<file path="src/rtl/dma_regbank_pkg.sv">
package dma_regbank_pkg;
  localparam int DW    = 16;
  localparam int EXT_W = 2;

  typedef enum logic [1:0] {
    SLOT_WC   = 2'd0,
    SLOT_BA   = 2'd1,
    SLOT_CSR  = 2'd2,
    SLOT_DBUF = 2'd3
  } slot_e;

  localparam int B_GO    = 0;
  localparam int B_FUNC  = 1;
  localparam int B_EXT   = 4;
  localparam int B_IE    = 6;
  localparam int B_CYC   = 8;
  localparam int B_NEX   = 14;
endpackage

</file>
<file path="src/rtl/dma_regbank_decode.sv">
module dma_regbank_decode
  import dma_regbank_pkg::*;
#(
  parameter int AW = 16
) (
  input  logic          acc_valid,
  input  logic          acc_write,
  input  logic [AW-1:1] acc_addr,
  input  logic [AW-1:3] base_sw,
  output logic [3:0]    wr_sel,
  output logic          rd_hit,
  output slot_e         slot
);
  logic hit;

  assign hit    = acc_valid && (acc_addr[AW-1:3] == base_sw);
  assign slot   = slot_e'(acc_addr[2:1]);
  assign rd_hit = hit && !acc_write;

  for (genvar s = 0; s < 4; s++) begin : g_sel
    assign wr_sel[s] = hit && acc_write && (acc_addr[2:1] == 2'(s));
  end
endmodule

</file>
<file path="src/rtl/dma_regbank_counters.sv">
module dma_regbank_counters
  import dma_regbank_pkg::*;
(
  input  logic             clk,
  input  logic             rst_n,
  input  logic             wc_wr,
  input  logic             ba_wr,
  input  logic             ext_wr,
  input  logic [DW-1:0]    wc_wdata,
  input  logic [DW-1:1]    ba_wdata,
  input  logic [EXT_W-1:0] ext_wdata,
  input  logic             step,
  input  logic             wc_en,
  input  logic             ba_en,
  output logic [DW-1:0]    wc_q,
  output logic [DW-1:1]    ba_q,
  output logic [EXT_W-1:0] ext_q,
  output logic             wc_ovf
);
  logic [DW-1:1] ba_sum;
  logic          ba_carry;

  assign {ba_carry, ba_sum} = {1'b0, ba_q} + 1'b1;
  assign wc_ovf = step && wc_en && !wc_wr && (wc_q == '1);

  always_ff @(posedge clk) begin
    if (!rst_n)                wc_q <= '0;
    else if (wc_wr)            wc_q <= wc_wdata;
    else if (step && wc_en)    wc_q <= wc_q + 1'b1;
  end

  always_ff @(posedge clk) begin
    if (!rst_n)                ba_q <= '0;
    else if (ba_wr)            ba_q <= ba_wdata;
    else if (step && ba_en)    ba_q <= ba_sum;
  end

  always_ff @(posedge clk) begin
    if (!rst_n)                              ext_q <= '0;
    else if (ext_wr)                         ext_q <= ext_wdata;
    else if (step && ba_en && ba_carry && !ba_wr) ext_q <= ext_q + 1'b1;
  end

  a_r2_wc_wraps_to_zero: assert property (@(posedge clk) disable iff (!rst_n)
    (step && wc_en && !wc_wr && wc_q == '1) |=> (wc_q == '0));

  a_r3_ext_carry: assert property (@(posedge clk) disable iff (!rst_n)
    (step && ba_en && !ba_wr && !ext_wr && ba_q == '1)
      |=> (ba_q == '0 && ext_q == EXT_W'($past(ext_q) + 1'b1)));

  a_r12_write_beats_step: assert property (@(posedge clk) disable iff (!rst_n)
    wc_wr |=> (wc_q == $past(wc_wdata)));
endmodule

</file>
<file path="src/rtl/dma_regbank_csr.sv">
module dma_regbank_csr (
  input  logic       clk,
  input  logic       rst_n,
  input  logic       lo_wr,
  input  logic       hi_wr,
  input  logic       w_go,
  input  logic [2:0] w_func,
  input  logic       w_ie,
  input  logic       w_cyc,
  input  logic       w_nex,
  input  logic       wc_ovf,
  input  logic       seq_nex,
  input  logic       dev_attn,
  input  logic       dev_cyc_req,
  input  logic       seq_cyc_start,
  output logic       ready_q,
  output logic       nex_q,
  output logic       error_o,
  output logic       cycle_q,
  output logic       ie_q,
  output logic [2:0] func_q,
  output logic       irq_q
);
  logic go, ready_set;

  assign go        = lo_wr && w_go;
  assign error_o   = nex_q || dev_attn;
  assign ready_set = wc_ovf || error_o || seq_nex;

  always_ff @(posedge clk) begin
    if (!rst_n)          ready_q <= 1'b1;
    else if (ready_set)  ready_q <= 1'b1;
    else if (go)         ready_q <= 1'b0;
  end

  always_ff @(posedge clk) begin
    if (!rst_n)                irq_q <= 1'b0;
    else if (!ready_q && ready_set && ie_q) irq_q <= 1'b1;
    else if (go || (lo_wr && !w_ie))        irq_q <= 1'b0;
  end

  always_ff @(posedge clk) begin
    if (!rst_n)               nex_q <= 1'b0;
    else if (seq_nex)         nex_q <= 1'b1;
    else if (hi_wr && !w_nex) nex_q <= 1'b0;
  end

  always_ff @(posedge clk) begin
    if (!rst_n)             cycle_q <= 1'b0;
    else if (dev_cyc_req)   cycle_q <= 1'b1;
    else if (hi_wr)         cycle_q <= w_cyc;
    else if (seq_cyc_start) cycle_q <= 1'b0;
  end

  always_ff @(posedge clk) begin
    if (!rst_n) begin
      func_q <= '0;
      ie_q   <= 1'b0;
    end else if (lo_wr) begin
      func_q <= w_func;
      ie_q   <= w_ie;
    end
  end

  a_r5_error_sets_ready: assert property (@(posedge clk) disable iff (!rst_n)
    error_o |=> ready_q);

  a_r4_go_clears_ready: assert property (@(posedge clk) disable iff (!rst_n)
    (go && !ready_set) |=> !ready_q);

  a_r6_nex_only_by_strobe: assert property (@(posedge clk) disable iff (!rst_n)
    (!nex_q && !seq_nex) |=> !nex_q);

  a_r8_request_sets_cycle: assert property (@(posedge clk) disable iff (!rst_n)
    dev_cyc_req |=> cycle_q);

  a_r11_irq_on_ready_rise: assert property (@(posedge clk) disable iff (!rst_n)
    $rose(irq_q) |-> ($rose(ready_q) && $past(ie_q)));
endmodule

</file>
<file path="src/rtl/dma_regbank.sv">
module dma_regbank
  import dma_regbank_pkg::*;
#(
  parameter int AW = 16
) (
  input  logic                clk,
  input  logic                rst_n,
  input  logic [AW-1:3]       base_sw,
  input  logic                acc_valid,
  input  logic                acc_write,
  input  logic [AW-1:1]       acc_addr,
  input  logic [1:0]          acc_be,
  input  logic [DW-1:0]       acc_wdata,
  output logic                rd_valid,
  output logic [DW-1:0]       rd_data,
  input  logic [DW-1:0]       dev_in_data,
  input  logic                dev_cyc_req,
  input  logic                dev_a00,
  input  logic                dev_attn,
  input  logic [2:0]          dev_status,
  input  logic                seq_step,
  input  logic                seq_wc_inc_en,
  input  logic                seq_ba_inc_en,
  input  logic                seq_nex,
  input  logic                seq_cyc_start,
  input  logic                seq_rd_load,
  input  logic [DW-1:0]       seq_rd_data,
  output logic [DW-1:0]       out_data,
  output logic [2:0]          func_out,
  output logic                ready,
  output logic                irq_req,
  output logic [EXT_W+DW-1:0] dma_addr
);
  localparam int LANES = DW / 8;

  logic [3:0]       wr_sel;
  logic             rd_hit;
  slot_e            slot;
  logic             wc_wr, ba_wr, csr_lo, csr_hi;
  logic [LANES-1:0] db_we;
  logic [DW-1:0]    wc_q, csr_word, in_buf_q, rd_mux;
  logic [DW-1:1]    ba_q;
  logic [EXT_W-1:0] ext_q;
  logic             wc_ovf, nex_q, error_o, cycle_q, ie_q;

  dma_regbank_decode #(.AW(AW)) u_dec (
    .acc_valid (acc_valid),
    .acc_write (acc_write),
    .acc_addr  (acc_addr),
    .base_sw   (base_sw),
    .wr_sel    (wr_sel),
    .rd_hit    (rd_hit),
    .slot      (slot)
  );

  assign wc_wr  = wr_sel[SLOT_WC]  && (&acc_be);
  assign ba_wr  = wr_sel[SLOT_BA]  && (&acc_be);
  assign csr_lo = wr_sel[SLOT_CSR] && acc_be[0];
  assign csr_hi = wr_sel[SLOT_CSR] && acc_be[1];

  dma_regbank_counters u_cnt (
    .clk       (clk),
    .rst_n     (rst_n),
    .wc_wr     (wc_wr),
    .ba_wr     (ba_wr),
    .ext_wr    (csr_lo),
    .wc_wdata  (acc_wdata),
    .ba_wdata  (acc_wdata[DW-1:1]),
    .ext_wdata (acc_wdata[B_EXT +: EXT_W]),
    .step      (seq_step),
    .wc_en     (seq_wc_inc_en),
    .ba_en     (seq_ba_inc_en),
    .wc_q      (wc_q),
    .ba_q      (ba_q),
    .ext_q     (ext_q),
    .wc_ovf    (wc_ovf)
  );

  dma_regbank_csr u_csr (
    .clk           (clk),
    .rst_n         (rst_n),
    .lo_wr         (csr_lo),
    .hi_wr         (csr_hi),
    .w_go          (acc_wdata[B_GO]),
    .w_func        (acc_wdata[B_FUNC +: 3]),
    .w_ie          (acc_wdata[B_IE]),
    .w_cyc         (acc_wdata[B_CYC]),
    .w_nex         (acc_wdata[B_NEX]),
    .wc_ovf        (wc_ovf),
    .seq_nex       (seq_nex),
    .dev_attn      (dev_attn),
    .dev_cyc_req   (dev_cyc_req),
    .seq_cyc_start (seq_cyc_start),
    .ready_q       (ready),
    .nex_q         (nex_q),
    .error_o       (error_o),
    .cycle_q       (cycle_q),
    .ie_q          (ie_q),
    .func_q        (func_out),
    .irq_q         (irq_req)
  );

  // Input buffer: captured when the device requests a cycle.
  always_ff @(posedge clk) begin
    if (!rst_n)           in_buf_q <= '0;
    else if (dev_cyc_req) in_buf_q <= dev_in_data;
  end

  // Output buffer: one register per byte lane; sequencer load wins.
  for (genvar l = 0; l < LANES; l++) begin : g_lane
    assign db_we[l] = wr_sel[SLOT_DBUF] && acc_be[l];
    always_ff @(posedge clk) begin
      if (!rst_n)           out_data[l*8 +: 8] <= '0;
      else if (seq_rd_load) out_data[l*8 +: 8] <= seq_rd_data[l*8 +: 8];
      else if (db_we[l])    out_data[l*8 +: 8] <= acc_wdata[l*8 +: 8];
    end
  end

  assign csr_word = {error_o, nex_q, dev_attn, 1'b0, dev_status, cycle_q,
                     ready, ie_q, ext_q, func_out, 1'b0};

  always_comb begin
    unique case (slot)
      SLOT_WC:  rd_mux = wc_q;
      SLOT_BA:  rd_mux = {ba_q, dev_a00};
      SLOT_CSR: rd_mux = csr_word;
      default:  rd_mux = in_buf_q;
    endcase
  end

  always_ff @(posedge clk) begin
    if (!rst_n) begin
      rd_valid <= 1'b0;
      rd_data  <= '0;
    end else begin
      rd_valid <= rd_hit;
      if (rd_hit) rd_data <= rd_mux;
    end
  end

  assign dma_addr = {ext_q, ba_q, dev_a00};

  a_r1_rd_only_after_read: assert property (@(posedge clk) disable iff (!rst_n)
    rd_valid |-> $past(acc_valid && !acc_write));

  a_r9_seq_load_wins: assert property (@(posedge clk) disable iff (!rst_n)
    seq_rd_load |=> (out_data == $past(seq_rd_data)));
endmodule

</file>
<file path="config.mk">
export PLATFORM = sky130hd
export DESIGN_NAME = dma_regbank
export DESIGN_NICKNAME = d
export VERILOG_FILES = /design/src/rtl/dma_regbank_pkg.sv /design/src/rtl/dma_regbank_decode.sv /design/src/rtl/dma_regbank_counters.sv /design/src/rtl/dma_regbank_csr.sv /design/src/rtl/dma_regbank.sv
export SDC_FILE = /design/constraint.sdc
export NUM_CORES = 1
export LEC_CHECK = 0
export BUFFER_PORTS_ARGS = -buffer_cell sky130_fd_sc_hd__buf_2
export CELL_PAD_IN_SITES_DETAIL_PLACEMENT = 0
export CELL_PAD_IN_SITES_GLOBAL_PLACEMENT = 2
export CORE_ASPECT_RATIO = 0.75
export CORE_MARGIN = 2
export CORE_UTILIZATION = 30
export CTS_CLUSTER_SIZE = 10
export DETAILED_ROUTE_END_ITERATION = 10
export PLACE_DENSITY = 0.92
export SLEW_MARGIN = 10
export SYNTH_ARGS = -nofsm -noshare
export SYNTH_HDL_FRONTEND = slang
export SYNTH_SLANG_ARGS = --single-unit
</file>
<file path="constraint.sdc">
create_clock -name clk -period 2.6 [get_ports clk]
set_input_delay 0.39 -clock clk [delete_from_list [all_inputs] [get_ports clk]]
set_output_delay 0.39 -clock clk [all_outputs]
set_load 0.05 [all_outputs]
</file>
==> impl_metrics.sql, run 1 <==
INSERT INTO impl_metrics (metric_group, metric, value, unit) VALUES
('global_routing', 'grt_max_degree', '52', ''),
('route', 'route.detailed.drc', '0', ''),
('yosys', 'number_of_nets_produced_by_synthesis', '579', ''),
('min_path', 'hold_class', 'primary input to flip-flop', ''),
('floorplan', 'rows', '39', ''),
('yosys', 'post_synth_inst_count', '483', ''),
('timing', 'hold_viol_final', '0', ''),
('clocking', 'numClockSinks', '90', ''),
('clocking', 'cts_tree', 'yes', ''),
('placement', 'port_buffers', '149', ''),
('setup_path', 'crit_path_start_kind', 'primary input', ''),
('layout', 'mostFrequentLayoutCell', 'sky130_fd_sc_hd__buf_2', ''),
('clocking', 'cts-root-buf', 'sky130_fd_sc_hd__clkbuf_16', ''),
('route', 'dr.first_iter.drc_count', '250', ''),
('route', 'detail_route.wl_per_cell', '16.6', 'um'),
('yosys', 'async_reset_ff_frac', '0', ''),
('timing', 'final_cycle_utilization_of_the_critical_path', '0.833', ''),
('clocking', 'clockBufferDepth', '2', ''),
('floorplan', 'io_pins', '150', ''),
('run_status', 'outcome', 'finished, final reports clean', ''),
('floorplan', 'die_height', '111', 'um'),
('clocking', 'post_cts_buffers', '0', ''),
('floorplan', 'floorplan.initialDensity', '0.304', ''),
('yosys', 'synth_edf_count', '0', ''),
('clocking', 'ctsHoldBuffers', '0', ''),
('timing', 'final.setup.tns', '0', 'ns'),
('layout', 'area.sequential', '1800', 'um^2'),
('clocking', 'cts_repair_resize_count', '0', ''),
('setup_path', 'crit_required', '2.82', 'ns'),
('floorplan', 'die_w', '147', 'um'),
('timing', 'report.final.setup_viol', '0', ''),
('timing', 'fmaxAchievable', '462', 'MHz'),
('placement', 'numPlacedInstances', '821', ''),
('clocking', 'number_of_buffers_inserted_during_clock_tree_synthesis', '9', ''),
('timing', 'timing.final.crit_period', '2.17', 'ns'),
('global_routing', 'vias_in_the_first_global_route', '4061', ''),
('layout', 'most-common-layout-cells', '149 x sky130_fd_sc_hd__buf_2, 90 x sky130_fd_sc_hd__dfxtp_1, 76 x sky130_fd_sc_hd__nor2_1', ''),
('yosys', 'seq_cells_post_synth', '90', ''),
('global_routing', 'antenna_found_initial', '0', ''),
('layout', 'number_of_cells_in_the_finished_layout_apart_from_fillers', '836', ''),
('yosys', 'synthesized_area', '4600', 'um^2'),
('power', 'power.total', '3.11', 'mW'),
('clocking', 'htree_num_levels', '3', ''),
('yosys', 'synthesis.yosys.warnings', '0', ''),
('global_routing', 'grt.total_usage', '0.169', ''),
('route', 'viasPerCell', '4.89', ''),
('setup_path', 'crit_chain', 'buf_2 > xnor2_1 > nand3_1 > or4_4 > or4_4 > o21ai_0 > a21oi_1', ''),
('timing', 'grt_setup_unrepaired', 'false', ''),
('layout', 'final_core_utilization', '0.387', ''),
('timing', 'tightest_pin_transition', '0.748', 'ns'),
('setup_path', 'worst_path_max_delay_cell', 'sky130_fd_sc_hd__or4_4', ''),
('setup_path', 'worst_path_most_repeated_cell', 'sky130_fd_sc_hd__or4_4', ''),
('layout', 'drive_above_1_share', '0.339', ''),
('layout', 'n_fill_cell', '1544', ''),
('power', 'vdd_drop_max', '0.293', 'mV'),
('setup_path', 'worst-r2r-setup-slack', '0.62', 'ns'),
('layout', 'antenna_diode_instance_count', '0', ''),
('timing', 'timing.hold.ws', '0.292', 'ns'),
('yosys', 'post_synth.cell_area_avg', '9.53', 'um^2'),
('route', 'num_vias', '4087', ''),
('timing', 'max_slew_margin_vs_limit', '0.499', ''),
('route', 'firstDrtPassIters', '5', ''),
('yosys', 'yosys.cell_types.count', '41', ''),
('timing', 'final.setup_skew', '0.0115', 'ns'),
('route', 'drtAntennaViolNets', '0', ''),
('setup_path', 'crit_type', 'primary input to flip-flop', ''),
('setup_path', 'endpoint_kind', 'flip-flop', ''),
('clocking', 'clk_transition_reported_paths', '0.06', 'ns'),
('global_routing', 'grt_overflow_total', '0', ''),
('clocking', 'clock_insertion_delay_worst_skew', '0.34', 'ns'),
('global_routing', 'grt_first_pass_wirelength', '21700', 'um');
-- routing by layer --
| metal | track usage | up-vias | part of all wire |
|---|---|---|---|
| met5 | 0 | - | 0 |
| met4 | 0.0263 | 0 | 0.0048 |
| met3 | 0.0568 | 6 | 0.099 |
| met2 | 0.269 | 149 | 0.44 |
| met1 | 0.228 | 1915 | 0.45 |
| li1 | - | 2017 | - |
-- state kept, by name, summed over array words and instances (netlist names) --
| register | count |
|---|---|
| u_cnt.ba_q | 15 |
| u_csr.cycle_q | 1 |
| in_buf_q | 16 |
| u_csr.nex_q | 1 |
| u_csr.func_q | 3 |
| out_data | 16 |
| u_csr.ready_q | 1 |
| rd_data | 16 |
| u_cnt.ext_q | 2 |
| u_cnt.wc_q | 16 |
| rd_valid | 1 |
| u_csr.ie_q | 1 |
| u_csr.irq_q | 1 |
-- worst max-delay path: cells and delay by family --
family / cells / cell delay (ns)
AO/OA/AOI/OAI: 2 / 0.29
XOR/XNOR: 1 / 0.14
AND/OR/NAND/NOR: 3 / 1.46
buffers and inverters: 1 / 0.10
-- synthesized netlist by cell type (all sizes together), types with 3 or more instances --
library cell	instances	area, um^2
mux2i	51	510
nand3	20	100
nor2b	5	31.3
nand4	12	75.1
o21a	3	22.5
a31oi	3	18.8
and3	7	43.8
nor4	3	40.0
clkbuf	18	67.6
a21oi	24	120
or4	4	45.0
o21ai	16	80.1
and2	3	18.8
nor2	76	285
xor2	20	175
a22oi	8	60.1
dfxtp	90	1800
nor3	4	20.0
buf	10	76.3
a211oi	24	260
mux4	14	315
nand2	25	93.8
xnor2	21	184
inv	6	22.5
-- stage by stage --
stage,setup WS (ns),cell area [um^2]
floorplan,0.328,4600
global placement,0.114,5570
detailed placement,0.0886,5570
CTS,0.438,5860
global route,0.315,5860
finish,0.435,5860
-- logic make-up (layout without fill, tap and decap cells) --
family | Yosys count | count (layout) | share of synthesized area
DFF | 90 | 90 | 0.391
adders and majority gates | 2 | 2 | 0.00543
buffers and inverters | 34 | 182 | 0.0361
AOI/OAI and AO/OA | 81 | 81 | 0.128
and+or+nand+nor | 169 | 169 | 0.180
muxes | 66 | 66 | 0.182
xor gates and xnor gates | 41 | 41 | 0.0780
-- report_power, final --
group          internal (mW)  switching [mW]  leakage, nW  total, mW
clock network          0.768           0.525        0.146       1.29
logic                  0.148           0.227         1.74      0.374
registers               1.42          0.0239        0.733       1.44
-- cell type report --
class	instances	share of cell area
multi-input combinational	359	0.450
tap	205	0.0438
inverter	6	0.00384
clock inverter	4	0.00897
clock buffer	11	0.0414
timing repair buffer	161	0.145
sequential	90	0.307
-- final timing paths --
check / from / to / cells past startpoint
setup / recovery: base_sw[11] / u_cnt.ba_q[10]$_SDFFE_PN0P_ / 7
hold / removal: dev_in_data[9] / in_buf_q[9]$_SDFFE_PN0P_ / 3
setup reg to reg: u_cnt.wc_q[0]$_SDFFE_PN0P_ / u_cnt.wc_q[14]$_SDFFE_PN0P_ / 6
hold reg to reg: out_data[10]$_SDFFE_PN0P_ / out_data[10]$_SDFFE_PN0P_ / 2
No activity file was read; power rests on OpenSTA's default activity.
==> run 2: changes to the inputs <==
==> constraint.sdc (replaced) <==
create_clock -name clk -period 2.1 [get_ports clk]
set_input_delay 0.315 -clock clk [delete_from_list [all_inputs] [get_ports clk]]
set_output_delay 0.315 -clock clk [all_outputs]
set_load 0.05 [all_outputs]
==> run 2 against run 1 <==
  * Non-clock buffer count up 12
  * Die area unchanged
  * Critical path type unchanged
  * Largest power group unchanged
  * Power up 21%
==> impl_metrics.sql, run 2 (synthesis gave the netlist of run 1 again) <==
INSERT INTO impl_metrics (metric_group, metric, value, unit) VALUES
('clocking', 'htree_num_levels', '3', ''),
('setup_path', 'endpoint_kind', 'flip-flop', ''),
('min_path', 'hold_class', 'primary input to flip-flop', ''),
('layout', 'finalNetCount', '735', ''),
('global_routing', 'grt_max_degree', '30', ''),
('setup_path', 'crit_path_start_kind', 'primary input', ''),
('timing', 'report.final.setup_viol', '0', ''),
('layout', 'area.sequential', '1800', 'um^2'),
('global_routing', 'grt_first_pass_wirelength', '22300', 'um'),
('route', 'wirelength', '14000', 'um'),
('placement', 'port_buffers', '149', ''),
('timing', 'hold_viol_final', '0', ''),
('route', 'dr.first_iter.drc_count', '195', ''),
('layout', 'antenna_diode_instance_count', '0', ''),
('layout', 'multi_input_gate_area_in_the_final_layout', '2670', 'um^2'),
('floorplan', 'die_height', '111', 'um'),
('route', 'drtAntennaViolNets', '0', ''),
('clocking', 'numClockSinks', '90', ''),
('floorplan', 'die_w', '147', 'um'),
('timing', 'grt_setup_unrepaired', 'false', ''),
('route', 'route.detailed.drc', '0', ''),
('setup_path', 'worst-r2r-setup-slack', '0.18', 'ns'),
('power', 'power.leakage', '2.71', 'nW'),
('placement', 'place_ws', '-0.233', 'ns'),
('run_status', 'outcome', 'finished, final reports clean', ''),
('timing', 'final.setup_skew', '0.00543', 'ns'),
('setup_path', 'crit_required', '2.31', 'ns'),
('layout', 'most-common-layout-cells', '149 x sky130_fd_sc_hd__buf_2, 90 x sky130_fd_sc_hd__dfxtp_1, 76 x sky130_fd_sc_hd__nor2_1', ''),
('floorplan', 'rows', '39', ''),
('flow_run', 'drv_cap', '0', ''),
('route', 'detail_route.wl_per_cell', '16.5', 'um'),
('route', 'firstDrtPassIters', '7', ''),
('route', 'viasPerCell', '4.88', ''),
('global_routing', 'grt_overflow_total', '0', ''),
('setup_path', 'crit_path_max_fanout', '29', ''),
('floorplan', 'dieArea', '16400', 'um^2'),
('global_routing', 'grt.total_usage', '0.174', ''),
('timing', 'timing.final.crit_period', '1.95', 'ns'),
('power', 'p_per_area', '625', 'nW/um^2'),
('route', 'num_vias', '4136', ''),
('timing', 'final.setup.tns', '0', 'ns'),
('layout', 'area_growth_syn_to_layout', '30.7', '%'),
('floorplan', 'io_pins', '150', ''),
('timing', 'tightest_pin_transition', '0.715', 'ns'),
('layout', 'drive_above_1_share', '0.358', ''),
('placement', 'place.gp.congestion', '0.837', ''),
('timing', 'final_cycle_utilization_of_the_critical_path', '0.927', ''),
('timing', 'postLayoutSetupSlackWorst', '0.152', 'ns'),
('setup_path', 'cp.arrival', '2.15', 'ns'),
('timing', 'fmaxAchievable', '513', 'MHz'),
('floorplan', 'core', '15100', 'um^2'),
('clocking', 'clockBufferDepth', '2', ''),
('placement', 'dp_hpwl', '11000', 'um'),
('setup_path', 'crit_type', 'primary input to flip-flop', ''),
('clocking', 'clk_transition_reported_paths', '0.06', 'ns'),
('power', 'vdd_drop_max', '0.345', 'mV'),
('clocking', 'cts_tree', 'yes', ''),
('global_routing', 'antenna_found_initial', '0', ''),
('timing', 'slew_viol_final', '0', ''),
('timing', 'max_slew_margin_vs_limit', '0.521', ''),
('clocking', 'cts-root-buf', 'sky130_fd_sc_hd__clkbuf_16', ''),
('clocking', 'number_of_buffers_inserted_during_clock_tree_synthesis', '9', ''),
('clocking', 'clock_insertion_delay_worst_skew', '0.33', 'ns'),
('layout', 'mostFrequentLayoutCell', 'sky130_fd_sc_hd__buf_2', ''),
('layout', 'n_fill_cell', '1589', ''),
('global_routing', 'vias_in_the_first_global_route', '4146', ''),
('floorplan', 'floorplan.initialDensity', '0.304', '');
## run 2: cell type report
cell class | instances | area share
tap | 205 | 0.0426
timing repair buffer | 173 | 0.166
inverter | 6 | 0.00374
multi-input combinational | 359 | 0.443
sequential | 90 | 0.299
clock buffer | 12 | 0.0426
clock inverter | 3 | 0.00249
## run 2: metrics by stage
stage | utilization | cells | power, mW | cell area (um^2) | hold WS [ns]
CTS | 0.398 | 848 | 3.80 | 6020 | 0.211
global route | 0.398 | 848 | 3.92 | 6020 | 0.221
global placement | 0.380 | 833 | 2.31 | 5750 | 0.438
detailed placement | 0.380 | 833 | 2.32 | 5750 | 0.440
finish | 0.398 | 848 | 3.76 | 6020 | 0.218
floorplan | - | 483 | 2.09 | 4640 | 0.439
## run 2: worst paths after layout
check | depth (start not counted) | end | startpoint
worst max-delay path | 7 | u_cnt.ba_q[15]$_SDFFE_PN0P_ | base_sw[15]
worst min-delay path | 3 | in_buf_q[9]$_SDFFE_PN0P_ | dev_in_data[9]
worst max register to register | 6 | u_cnt.ext_q[0]$_SDFFE_PN0P_ | u_cnt.ba_q[4]$_SDFFE_PN0P_
worst min register to register | 2 | out_data[8]$_SDFFE_PN0P_ | out_data[8]$_SDFFE_PN0P_
## run 2: metal layers
metal  wire [um]  vias up  share of wire  track usage
li1            -     2045              -            -
met1        6630     1942           0.47        0.242
met2        6280      137           0.45        0.273
met3         997       12          0.071       0.0494
met4          78        0         0.0056       0.0301
met5           0        -              0            0
## run 2: where the power goes
part	total, mW	switching [mW]	internal, mW
clock	1.48	0.629	0.854
sequential	1.78	0.0292	1.75
combinational	0.498	0.289	0.209
total	3.76	0.947	2.82
## run 2: worst max-delay path, cell delays in order
cell and delay, ns:
sky130_fd_sc_hd__buf_2 0.11, sky130_fd_sc_hd__xnor2_2 0.13, sky130_fd_sc_hd__nand4_1 0.13, sky130_fd_sc_hd__or4_4 0.56, sky130_fd_sc_hd__or4_4 0.62, sky130_fd_sc_hd__o21ai_0 0.21
sky130_fd_sc_hd__a21oi_1 0.06
## run 2: timing repair
| action | CTS | global route |
|---|---|---|
| hold buffers | 0 | 0 |
| buffers inserted | 0 | 0 |
| resized for setup | 0 | 2 |
| setup endpoints to repair | 0 | 4 |
